### src/rtl/yc_fmt_pkg.sv
package yc_fmt_pkg;
    localparam int LANE_W  = 8;
    localparam int SLOT_W  = 2;
    localparam int FMT_W   = 4;
    localparam int CKS_W   = 3;

    localparam logic [FMT_W-1:0]  FMT_WIDE   = 4'b0010;
    localparam logic [FMT_W-1:0]  FMT_NARROW = 4'b0011;
    localparam logic [CKS_W-1:0]  CKS_FULL   = 3'b000;
    localparam logic [CKS_W-1:0]  CKS_HALF   = 3'b101;
    localparam logic [LANE_W-1:0] BLANK_Y    = 8'h10;
    localparam logic [LANE_W-1:0] BLANK_C    = 8'h80;
    localparam logic [SLOT_W-1:0] SLOT_LAST  = '1;

    typedef logic [LANE_W-1:0] lane_t;

    typedef struct packed {
        logic wide;
        logic cswap;
        logic half;
        logic inv;
    } cfg_t;

    typedef struct packed {
        lane_t y0;
        lane_t y1;
        lane_t cb;
        lane_t cr;
    } pair_t;
endpackage

### src/rtl/yc_fmt_cfg.sv
module yc_fmt_cfg
    import yc_fmt_pkg::*;
(
    input  logic             clk,
    input  logic             rst_n,
    input  logic             load,
    input  logic [FMT_W-1:0] fmt_code,
    input  logic             cswap,
    input  logic [CKS_W-1:0] cks_code,
    input  logic             ckinv,
    output cfg_t             cfg
);
    cfg_t cfg_d, cfg_q;

    always_comb begin
        cfg_d = cfg_q;
        if (load) begin
            cfg_d.cswap = cswap;
            cfg_d.inv   = ckinv;
            case (fmt_code)
                FMT_WIDE:   cfg_d.wide = 1'b1;
                FMT_NARROW: cfg_d.wide = 1'b0;
                default:    cfg_d.wide = cfg_q.wide;
            endcase
            case (cks_code)
                CKS_FULL: cfg_d.half = 1'b0;
                CKS_HALF: cfg_d.half = 1'b1;
                default:  cfg_d.half = cfg_q.half;
            endcase
        end
    end

    always_ff @(posedge clk or negedge rst_n) begin
        if (!rst_n) cfg_q <= '0;
        else        cfg_q <= cfg_d;
    end

    assign cfg = cfg_q;
endmodule

### src/rtl/yc_fmt_mux.sv
module yc_fmt_mux
    import yc_fmt_pkg::*;
(
    input  logic [SLOT_W-1:0]   slot,
    input  logic                have,
    input  pair_t               pair,
    input  cfg_t                cfg,
    output logic [2*LANE_W-1:0] data,
    output logic [1:0]          oe,
    output logic                pclk
);
    lane_t y0, y1, c0, c1, y_sel, c_sel;

    always_comb begin
        y0 = have ? pair.y0 : BLANK_Y;
        y1 = have ? pair.y1 : BLANK_Y;
        c0 = have ? (cfg.cswap ? pair.cr : pair.cb) : BLANK_C;
        c1 = have ? (cfg.cswap ? pair.cb : pair.cr) : BLANK_C;
        y_sel = slot[1] ? y1 : y0;
        c_sel = slot[1] ? c1 : c0;
        if (cfg.wide) begin
            data = {y_sel, c_sel};
            oe   = 2'b11;
        end else begin
            data = {{LANE_W{1'b0}}, (slot[0] ? y_sel : c_sel)};
            oe   = 2'b01;
        end
        pclk = (cfg.half ? slot[1] : slot[0]) ^ cfg.inv;
    end
endmodule

### src/rtl/yc_port_fmt.sv
module yc_port_fmt
    import yc_fmt_pkg::*;
(
    input  logic                clk,
    input  logic                rst_n,
    input  logic [3:0]          cfg_fmt,
    input  logic                cfg_cswap,
    input  logic [2:0]          cfg_cksel,
    input  logic                cfg_ckinv,
    input  logic                in_valid,
    output logic                in_ready,
    input  logic                in_sol,
    input  logic [7:0]          in_y0,
    input  logic [7:0]          in_y1,
    input  logic [7:0]          in_cb,
    input  logic [7:0]          in_cr,
    output logic [15:0]         port_d,
    output logic [1:0]          port_oe,
    output logic                port_clk
);
    typedef struct packed {
        logic [SLOT_W-1:0] slot;
        logic              have;
        pair_t             pair;
    } st_t;

    st_t  st_d, st_q;
    cfg_t cfg;
    logic accept;
    logic [SLOT_W-1:0] slot_q;
    logic inv_q;

    assign in_ready = (st_q.slot == SLOT_LAST);
    assign accept   = in_valid && in_ready;
    assign slot_q   = st_q.slot;
    assign inv_q    = cfg.inv;

    always_comb begin
        st_d      = st_q;
        st_d.slot = st_q.slot + 1'b1;
        if (in_ready) begin
            st_d.have = accept;
            if (accept) begin
                st_d.pair.y0 = in_y0;
                st_d.pair.y1 = in_y1;
                st_d.pair.cb = in_cb;
                st_d.pair.cr = in_cr;
            end
        end
    end

    always_ff @(posedge clk or negedge rst_n) begin
        if (!rst_n) st_q <= '0;
        else        st_q <= st_d;
    end

    yc_fmt_cfg i_cfg (
        .clk      (clk),
        .rst_n    (rst_n),
        .load     (accept && in_sol),
        .fmt_code (cfg_fmt),
        .cswap    (cfg_cswap),
        .cks_code (cfg_cksel),
        .ckinv    (cfg_ckinv),
        .cfg      (cfg)
    );

    yc_fmt_mux i_mux (
        .slot (st_q.slot),
        .have (st_q.have),
        .pair (st_q.pair),
        .cfg  (cfg),
        .data (port_d),
        .oe   (port_oe),
        .pclk (port_clk)
    );
endmodule

### config.mk
export PLATFORM = sky130hd
export DESIGN_NAME = yc_port_fmt
export DESIGN_NICKNAME = d
export VERILOG_FILES = /design/src/rtl/yc_fmt_pkg.sv /design/src/rtl/yc_fmt_cfg.sv /design/src/rtl/yc_fmt_mux.sv /design/src/rtl/yc_port_fmt.sv
export SDC_FILE = /design/constraint.sdc
export NUM_CORES = 1
export LEC_CHECK = 0
export BUFFER_PORTS_ARGS = -buffer_cell sky130_fd_sc_hd__buf_2
export CAP_MARGIN = 20
export CORE_AREA = 2 2 101 54
export DETAILED_ROUTE_END_ITERATION = 7
export DIE_AREA = 0 0 103 56
export PLACE_DENSITY = 0.62
export SLEW_MARGIN = 20
export SYNTH_ARGS = -nofsm -noshare
export SYNTH_HDL_FRONTEND = slang
export SYNTH_SLANG_ARGS = --single-unit
### constraint.sdc
create_clock -name clk -period 4.1 [get_ports clk]
set_input_delay 0.615 -clock clk [delete_from_list [all_inputs] [get_ports clk]]
set_output_delay 0.615 -clock clk [all_outputs]
set_load 0.1 [all_outputs]
; ---- Yosys cells after proc, flatten, opt, wreduce, memory -nomap -nowiden
; Index checks and enable logic that the tools add are counted.
[word_totals]
register_bits = 39
in_bits = 45
[classes]
n_addsub = 1
bitwise = 1
n_reduce_logical = 8
muxes = 14
n_eq_ne = 4
[ops]
columns = operator, count
row1 = 2-to-1 mux 8 bit, 9
row2 = 2-to-1 mux 16 bit, 1
row3 = "== test 4 x 2 -> 1 bit, second input constant", 2
row4 = AND reduction 2 bit, 3
row5 = case mux 1 bit (2 select lines), 2
row6 = nonzero test 2 bit, 2
row7 = "== test 3 bit, second input constant", 1
row8 = logical NOT 3 bit, 1
row9 = "adder 2 x 1 -> 2 bit, second input constant", 1
row10 = "== test 2 bit, second input constant", 1
row11 = logical AND 1 bit, 2
row12 = 2-to-1 mux 2 bit, 1
row13 = 2-to-1 mux 1 bit, 1
row14 = XOR 1 bit, 1

; ---- Logic depth before layout (Yosys ltp)
; Gate-level depths: netlist (run 1).
[depth]
word_depth = 5
depth_mapped = 5
depth_no_buf = 4

; ---- By module
; Synthesis (run 1) repeated with hierarchy kept, for this count alone.
[hier_totals]
hier_cells = 141
hier_area_um2 = 2001.9
[modules_own_cells]
columns = mod, seq_area_each_um2, cells_per_inst, instances, area_per_inst_um2
row1 = yc_port_fmt, 875.8, 76, 1, 1417.6
row2 = yc_fmt_mux, 0.0, 51, 1, 404.1
row3 = yc_fmt_cfg, 100.1, 14, 1, 180.2

; ---- Worst setup path before layout (run 1)
; Ideal clock, no wire load.
[synth_timing]
path_kind = reg-to-output
from = reg st_q (netlist bit slot_q[1])
to = out port_d[0]
arrival_ns = 3.157
setup_slack_ns = 0.328
path_stages_with_launch = 5
n_path_buf = 1
t_required_ns = 3.485
cell_sequence = dfrtp_1 -> buf_6 -> xor2_4 -> mux2i_1 -> a21boi_0
[synth_via]
elab_chain_cells = 3
[synth_rtl]
columns = item, line
row1 = start: declaration, yc_port_fmt.sv:27  ; st_t st_d, st_q;
row2 = start signal: assignment, yc_port_fmt.sv:54  ; else st_q <= st_d;
row3 = 2-to-1 mux 8 bit (on tied branches), "yc_fmt_mux.sv:20, yc_fmt_mux.sv:19"
row4 = 2-to-1 mux 8 bit, yc_fmt_mux.sv:25  ; data = {{LANE_W{1'b0}}, (slot[0] ? y_sel : c_sel)};
row5 = 2-to-1 mux 16 bit *, yc_fmt_mux.sv:21  ; if (cfg.wide) begin
row6 = end: declaration, yc_port_fmt.sv:17  ; output logic [15:0] port_d,
; Every way passes the cells marked *; elsewhere a longest branch is shown, timed or not.

; ---- Worst setup path in the final report (run 1)
[layout_timing]
from = reg st_q (netlist bit slot_q[1])
to = out port_d[2]
; Same word-level chain as after synthesis.

==> run metrics, run 1 <==
status finished, final reports clean; First-pass DRT Iterations 4; starting density of the core 0.386; sequential standard cell area 976 µm²; flop-to-flop setup slack 2.10 ns; largest fanout on the critical path 11; Power, Total 1.13 mW; number of max-cap violations 0; accumulated negative setup slack 0 ns; total of flip-flops plus latches after synthesis 39; maximum level of the CTS H-tree 2; Worst setup SP type register; total of fill cells in the finished design 461; Clock Skews 0.00821 ns; uppermost metal layer occupied by signal nets met4; finished layout cell area 2350 µm²; RSZ-0062 raised after global routing false; Primary FF master, synth sky130_fd_sc_hd__dfrtp_1; Hold WC Path Type in2async; average detailed-routed wire length per instance 14.6 µm; Total Wirelength 4000 µm; routability cong. 0.741; required time worst endpoint 3.48 ns; die height 56 µm; commonest non-fill, non-tap cell in the layout sky130_fd_sc_hd__buf_2; most used cells in the layout excluding fill and tap cells sky130_fd_sc_hd__buf_2, sky130_fd_sc_hd__dfrtp_1, sky130_fd_sc_hd__mux2_2; worst r2r src slot_q[1]$_DFF_PN0_; via density per instance 4.67; register clock-pin slew on the reported worst setup and hold paths 0.08 ns; post-route ant nets 0; count of pins over their slew limit 0; worst setup slack after placement 1.50 ns; share of async-settable or async-resettable flops after synthesis 1.00; antenna violations before repair 0; total clock sinks 39; Critical Path, Cell by Cell xor2_4, mux2i_1, a21boi_0, buf_2; die boundary width 103 µm; actual transition at the worst max-transition pin 0.846 ns; fmax 0.344 GHz; count of endpoints failing hold in the final timing report 0; net count after synthesis 186; Port Buffer Count 63; final critical-path setup slack 1.19 ns; final hold slack 0.415 ns; total via count in the routed design 1276; leakage dissipation 1.11 nW; final design utilization 0.489; nets 248; Min Clock Period, post-route 2.91 ns; largest vdd supply drop 0.185 mV; nature of the critical path endpoint output pin; Critical Path AT 2.30 ns; clock latency of the later-clocked register in the worst-skew pair 0.30 ns; DRC violations left 0; largest net degree at the start of global routing 40; fraction of final layout cells with drive strength greater than 1 0.542; Post-CTS Setup Bufs 0; maximum clock insertion buffer count 2; grt total ovfl 0; DRC marker count from the first detailed-route iteration 39; portion of the clock cycle consumed by the worst path in the final layout 0.710; yosys synthesis warning count 0; Top Ports 65; summed instance area of the synthesized netlist 1860 µm²; number of global-route vias before repair 1378; TritonCTS clock tree built; number of distinct standard cells referenced by the synthesized netlist 28; standard-cell rows 18; antenna cell count 0; area occupied by multi-input gates 821 µm²; number of cells in the design after placement 265; share of synthesized area occupied by flip-flops and latches 0.525; Post-Synthesis Mean Instance Area 13.3 µm²; worst-case reg-to-reg path depth 4; cts hold-fix bufs 0; P per Cell Area 479 nW/µm²; Detail Route met2 WL 1950 µm; area of the die 5770 µm²; count of final setup violators 0; gate count after technology mapping 140; Area growth, synth to finish 26.6%; total buffers and inverters traversed by the critical path 1; Total GRT Usage 0.153; standard cell area after detailed placement 2220 µm²; core footprint 4820 µm²; wire length of the first global-routing pass 6440 µm; kind of critical path reg2out; Post-synth EDFFs 0; routed metal-1 wirelength 1770 µm; remaining max-slew budget at the tightest pin 0.436; non-filler instance count after layout 273; Crit Reg-Reg Endpoint i_cfg.cfg[3]$_DFFE_PN0P_; CP max-delay cell sky130_fd_sc_hd__dfrtp_1; post-cts resize count 0; met3 WL post-DR 207 µm; master cell of the clock root buffer sky130_fd_sc_hd__clkbuf_8; Final HPWL DP 2910 µm; dominant delay contributor by cell family on the critical path flip-flops; Num CTS Buffers 5; largest stage delay on the critical path 0.75 ns
## area by class of cell
class | instances | area share
Sequential cell | 39 | 0.414
Inverter | 3 | 0.00478
Clock buffer | 5 | 0.0292
Tap cell | 70 | 0.0372
Timing Repair Buffer | 64 | 0.137
Clock inverter | 3 | 0.0287
Multi-Input combinational cell | 89 | 0.349
## flip-flops by register name, indices dropped and copies added, names as in the netlist
name,cells
slot_q,2
st_q,33
i_cfg.cfg,4
## synth_stat cells (2+ instances only)
library cell | number | area share
sky130_fd_sc_hd__a21boi_0 | 4 | 0.016
sky130_fd_sc_hd__inv_1 | 3 | 0.0061
sky130_fd_sc_hd__a21oi_1 | 4 | 0.011
sky130_fd_sc_hd__a31oi_1 | 6 | 0.020
sky130_fd_sc_hd__nor2b_1 | 2 | 0.0067
sky130_fd_sc_hd__mux2_2 | 36 | 0.22
sky130_fd_sc_hd__o21ai_0 | 2 | 0.0054
sky130_fd_sc_hd__nor2_1 | 5 | 0.010
sky130_fd_sc_hd__mux2i_1 | 15 | 0.081
sky130_fd_sc_hd__buf_4 | 2 | 0.0081
sky130_fd_sc_hd__dfrtp_1 | 39 | 0.52
sky130_fd_sc_hd__nand2_1 | 2 | 0.0040
sky130_fd_sc_hd__clkbuf_1 | 3 | 0.0061
sky130_fd_sc_hd__buf_2 | 3 | 0.0081
## report_power, final
| part | internal [mW] | switching [mW] | total, mW |
|---|---|---|---|
| registers | 0.421 | 0.0222 | 0.443 |
| logic | 0.0802 | 0.224 | 0.304 |
| clock network | 0.243 | 0.139 | 0.381 |
| total | 0.743 | 0.385 | 1.13 |
## metal layers
layer	vias to the layer above	track usage
li1	621	-
met1	627	0.185
met2	22	0.240
met3	6	0.0666
met4	0	0.0564
met5	-	0
## worst max path at each step
stage                              startpoint         to  slack (ns)  cells past startpoint
after detailed placement  slot_q[1]$_DFF_PN0_  port_d[2]        1.50                      4
after global routing      slot_q[1]$_DFF_PN0_  port_d[2]        1.08                      4
after global placement    slot_q[1]$_DFF_PN0_  port_d[4]        1.55                      4
final                     slot_q[1]$_DFF_PN0_  port_d[2]        1.19                      4
after CTS                 slot_q[1]$_DFF_PN0_  port_d[2]        1.15                      4
after floorplan           slot_q[1]$_DFF_PN0_  port_d[0]        0.33                      4
## logic make-up (layout without fill, tap and decap cells)
group | after synthesis | in the layout | share of synthesized area
buffers and inverters | 12 | 75 | 0.0343
adder cells (fa/ha/maj) | 1 | 1 | 0.00672
XOR/XNOR | 2 | 2 | 0.0195
multiplexers | 52 | 52 | 0.307
AO/OA/AOI/OAI | 20 | 20 | 0.0706
other | 1 | 1 | 0.00202
flip-flops | 39 | 39 | 0.525
AND/OR/NAND/NOR | 13 | 13 | 0.0356
## worst reg2reg max path, stage by stage (launching register included)
cell and delay [ns]:
sky130_fd_sc_hd__dfrtp_1 0.75, sky130_fd_sc_hd__ha_1 0.36, sky130_fd_sc_hd__nand3_1 0.21, sky130_fd_sc_hd__nor4b_1 0.38, sky130_fd_sc_hd__mux2i_1 0.22
Power figures use the tool's default switching activity.
==> run 2, diff against run 1 <==
==> constraint.sdc (replaced) <==
create_clock -name clk -period 2.86 [get_ports clk]
set_input_delay 0.429 -clock clk [delete_from_list [all_inputs] [get_ports clk]]
set_output_delay 0.429 -clock clk [all_outputs]
set_load 0.1 [all_outputs]
==> run 2 against run 1 <==
Compared with the run above:
- worst setup slack got worse by 0.73 ns
- clock skew decreased by 0.0030 ns
- combinational power rose by 44%
- total power is 27% higher
- die area is the same
- critical path depth did not move
- sequential share of layout area is 0.60 points higher
- via count down 1.3%
- non-clock buffer count rose by 1
- final area is 1.4% lower
- largest power group unchanged
==> run metrics, run 2 (synthesis results as in run 1) <==
status finished, final reports clean; remaining max-slew budget at the tightest pin 0.443 (+0.00636); Hold WC Path Type in2async; Total Wirelength 3930 µm (-1.7%); Critical Path, Cell by Cell xor2_4, mux2_4, a31o_1, buf_2; nets 249 (+0.40%); DRC violations left 0 (unchanged); clock latency of the later-clocked register in the worst-skew pair 0.29 ns (about the same); fraction of final layout cells with drive strength greater than 1 0.549 (+0.00715); Final HPWL DP 2960 µm (+1.5%); maximum level of the CTS H-tree 2 (unchanged); leakage dissipation 1.10 nW (-1.3%); Clock Skews 0.00521 ns (-0.00300 ns); register ranked first by flip-flop count st_q; accumulated negative setup slack 0 ns (unchanged); grt total ovfl 0 (unchanged); final design utilization 0.482 (-0.00701); total via count in the routed design 1260 (-1.3%); RSZ-0062 raised after global routing false; core footprint 4820 µm² (unchanged); portion of the clock cycle consumed by the worst path in the final layout 0.839; count of final setup violators 0 (unchanged); Area growth, synth to finish 24.7%; Critical Path AT 1.97 ns (-0.33 ns); Gate power share 0.305 (+0.035); Port Buffer Count 63 (unchanged); total buffers and inverters traversed by the critical path 1 (unchanged); largest fanout on the critical path 8 (-3); count of endpoints failing hold in the final timing report 0 (unchanged); CP max-delay cell sky130_fd_sc_hd__dfrtp_1; DRC marker count from the first detailed-route iteration 37 (-5.1%); Flop pwr share 0.443 (+0.051); register clock-pin slew on the reported worst setup and hold paths 0.08 ns (about the same); maximum clock insertion buffer count 2 (unchanged); via density per instance 4.60 (-1.6%); count of pins over their slew limit 0 (unchanged); worst-case reg-to-reg path depth 5 (+1); Post-CTS Setup Bufs 0 (unchanged); dominant delay contributor by cell family on the critical path flip-flops; average detailed-routed wire length per instance 14.3 µm (-2.1%); actual transition at the worst max-transition pin 0.836 ns (-0.00954 ns); die height 56 µm (unchanged); commonest non-fill, non-tap cell in the layout sky130_fd_sc_hd__buf_2; total clock sinks 39 (unchanged); largest stage delay on the critical path 0.44 ns (-0.31 ns); First-pass DRT Iterations 4 (unchanged); post-cts resize count 0 (unchanged); area occupied by multi-input gates 831 µm² (+1.2%); nature of the critical path endpoint output pin; flop-to-flop setup slack 1.00 ns (-1.10 ns); master cell of the clock root buffer sky130_fd_sc_hd__clkbuf_8; required time worst endpoint 2.43 ns (-1.05 ns); cts hold-fix bufs 0 (unchanged); max reg flops 33 (unchanged); sequential standard cell area 976 µm² (unchanged); largest net degree at the start of global routing 40 (unchanged); Worst setup SP type register; kind of critical path reg2out; number of global-route vias before repair 1360 (-1.3%); Sw Ratio 0.379 (+0.0385); clock network power share 0.252 (-0.086); wire length of the first global-routing pass 6510 µm (+0.96%); Num CTS Buffers 5 (unchanged); number of max-cap violations 0 (unchanged); P per Cell Area 618 nW/µm² (+29%); die boundary width 103 µm (unchanged); post-route ant nets 0 (unchanged); Top Ports 65 (unchanged); area of the die 5770 µm² (unchanged); starting density of the core 0.386 (unchanged); Min Clock Period, post-route 2.40 ns; largest vdd supply drop 0.177 mV (-4.5%); routability cong. 0.782 (+5.5%); switching component of the power 0.544 mW (+42%); standard-cell rows 18 (unchanged); most used cells in the layout excluding fill and tap cells sky130_fd_sc_hd__buf_2, sky130_fd_sc_hd__dfrtp_1, sky130_fd_sc_hd__mux2_2; antenna cell count 0 (unchanged); total of fill cells in the finished design 479 (+3.9%); worst r2r src slot_q[1]$_DFF_PN0_; antenna violations before repair 0 (unchanged); internal power summed over all cells 0.890 mW (+20%); TritonCTS clock tree built; Total GRT Usage 0.149 (-0.00340); fmax 0.417 GHz; Crit Reg-Reg Endpoint st_q[3]$_DFFE_PN0P_
-- run 2: area by class of cell --
cell class,instances,share of cell area
repair buffers,65,0.142
flip-flops and latches,39,0.420
well taps,70,0.0377
inverters,3,0.00485
clock inverters,2,0.00539
clock buffers,6,0.0313
multi-input cells,89,0.358
-- run 2: stage by stage --
| step | hold slack [ns] | std cells | area (µm²) | setup slack [ns] | power [mW] |
|---|---|---|---|---|---|
| CTS | 0.274 | 274 | 2320 | 0.429 | 1.46 |
| global route | 0.308 | 274 | 2320 | 0.352 | 1.50 |
| floorplan | 0.133 | 140 | 1870 | 0.00919 | 0.992 |
| finish | 0.234 | 274 | 2320 | 0.460 | 1.43 |
| global placement | 0.488 | 266 | 2240 | 0.788 | 1.09 |
| detailed placement | 0.490 | 266 | 2240 | 0.761 | 1.09 |
-- run 2: power by group through the flow --
stage,logic (mW),registers (mW),clock network (mW)
4_1_cts,0.444,0.635,0.378
3_5_place_dp,0.443,0.646,0
2_1_floorplan,0.358,0.634,0
3_3_place_gp,0.438,0.647,0
6_report,0.437,0.635,0.362
5_1_grt,0.464,0.641,0.399
-- run 2: worst max-delay path by stage --
stage,to,slack [ns],start,depth (start not counted)
4_1_cts,port_d[4],0.43,slot_q[1]$_DFF_PN0_,4
3_3_place_gp,port_d[4],0.79,slot_q[1]$_DFF_PN0_,4
6_report,port_d[4],0.46,slot_q[1]$_DFF_PN0_,4
2_1_floorplan,port_d[0],0.009,slot_q[1]$_DFF_PN0_,4
3_5_place_dp,port_d[4],0.76,slot_q[1]$_DFF_PN0_,4
5_1_grt,port_d[0],0.35,slot_q[1]$_DFF_PN0_,4
-- run 2: metal layers --
layer | share of wire | vias to the layer above | global-route usage
met5 | 0 | - | 0
met4 | 0.012 | 0 | 0.0620
met3 | 0.057 | 4 | 0.0452
met2 | 0.45 | 24 | 0.216
met1 | 0.48 | 610 | 0.206
li1 | - | 622 | -
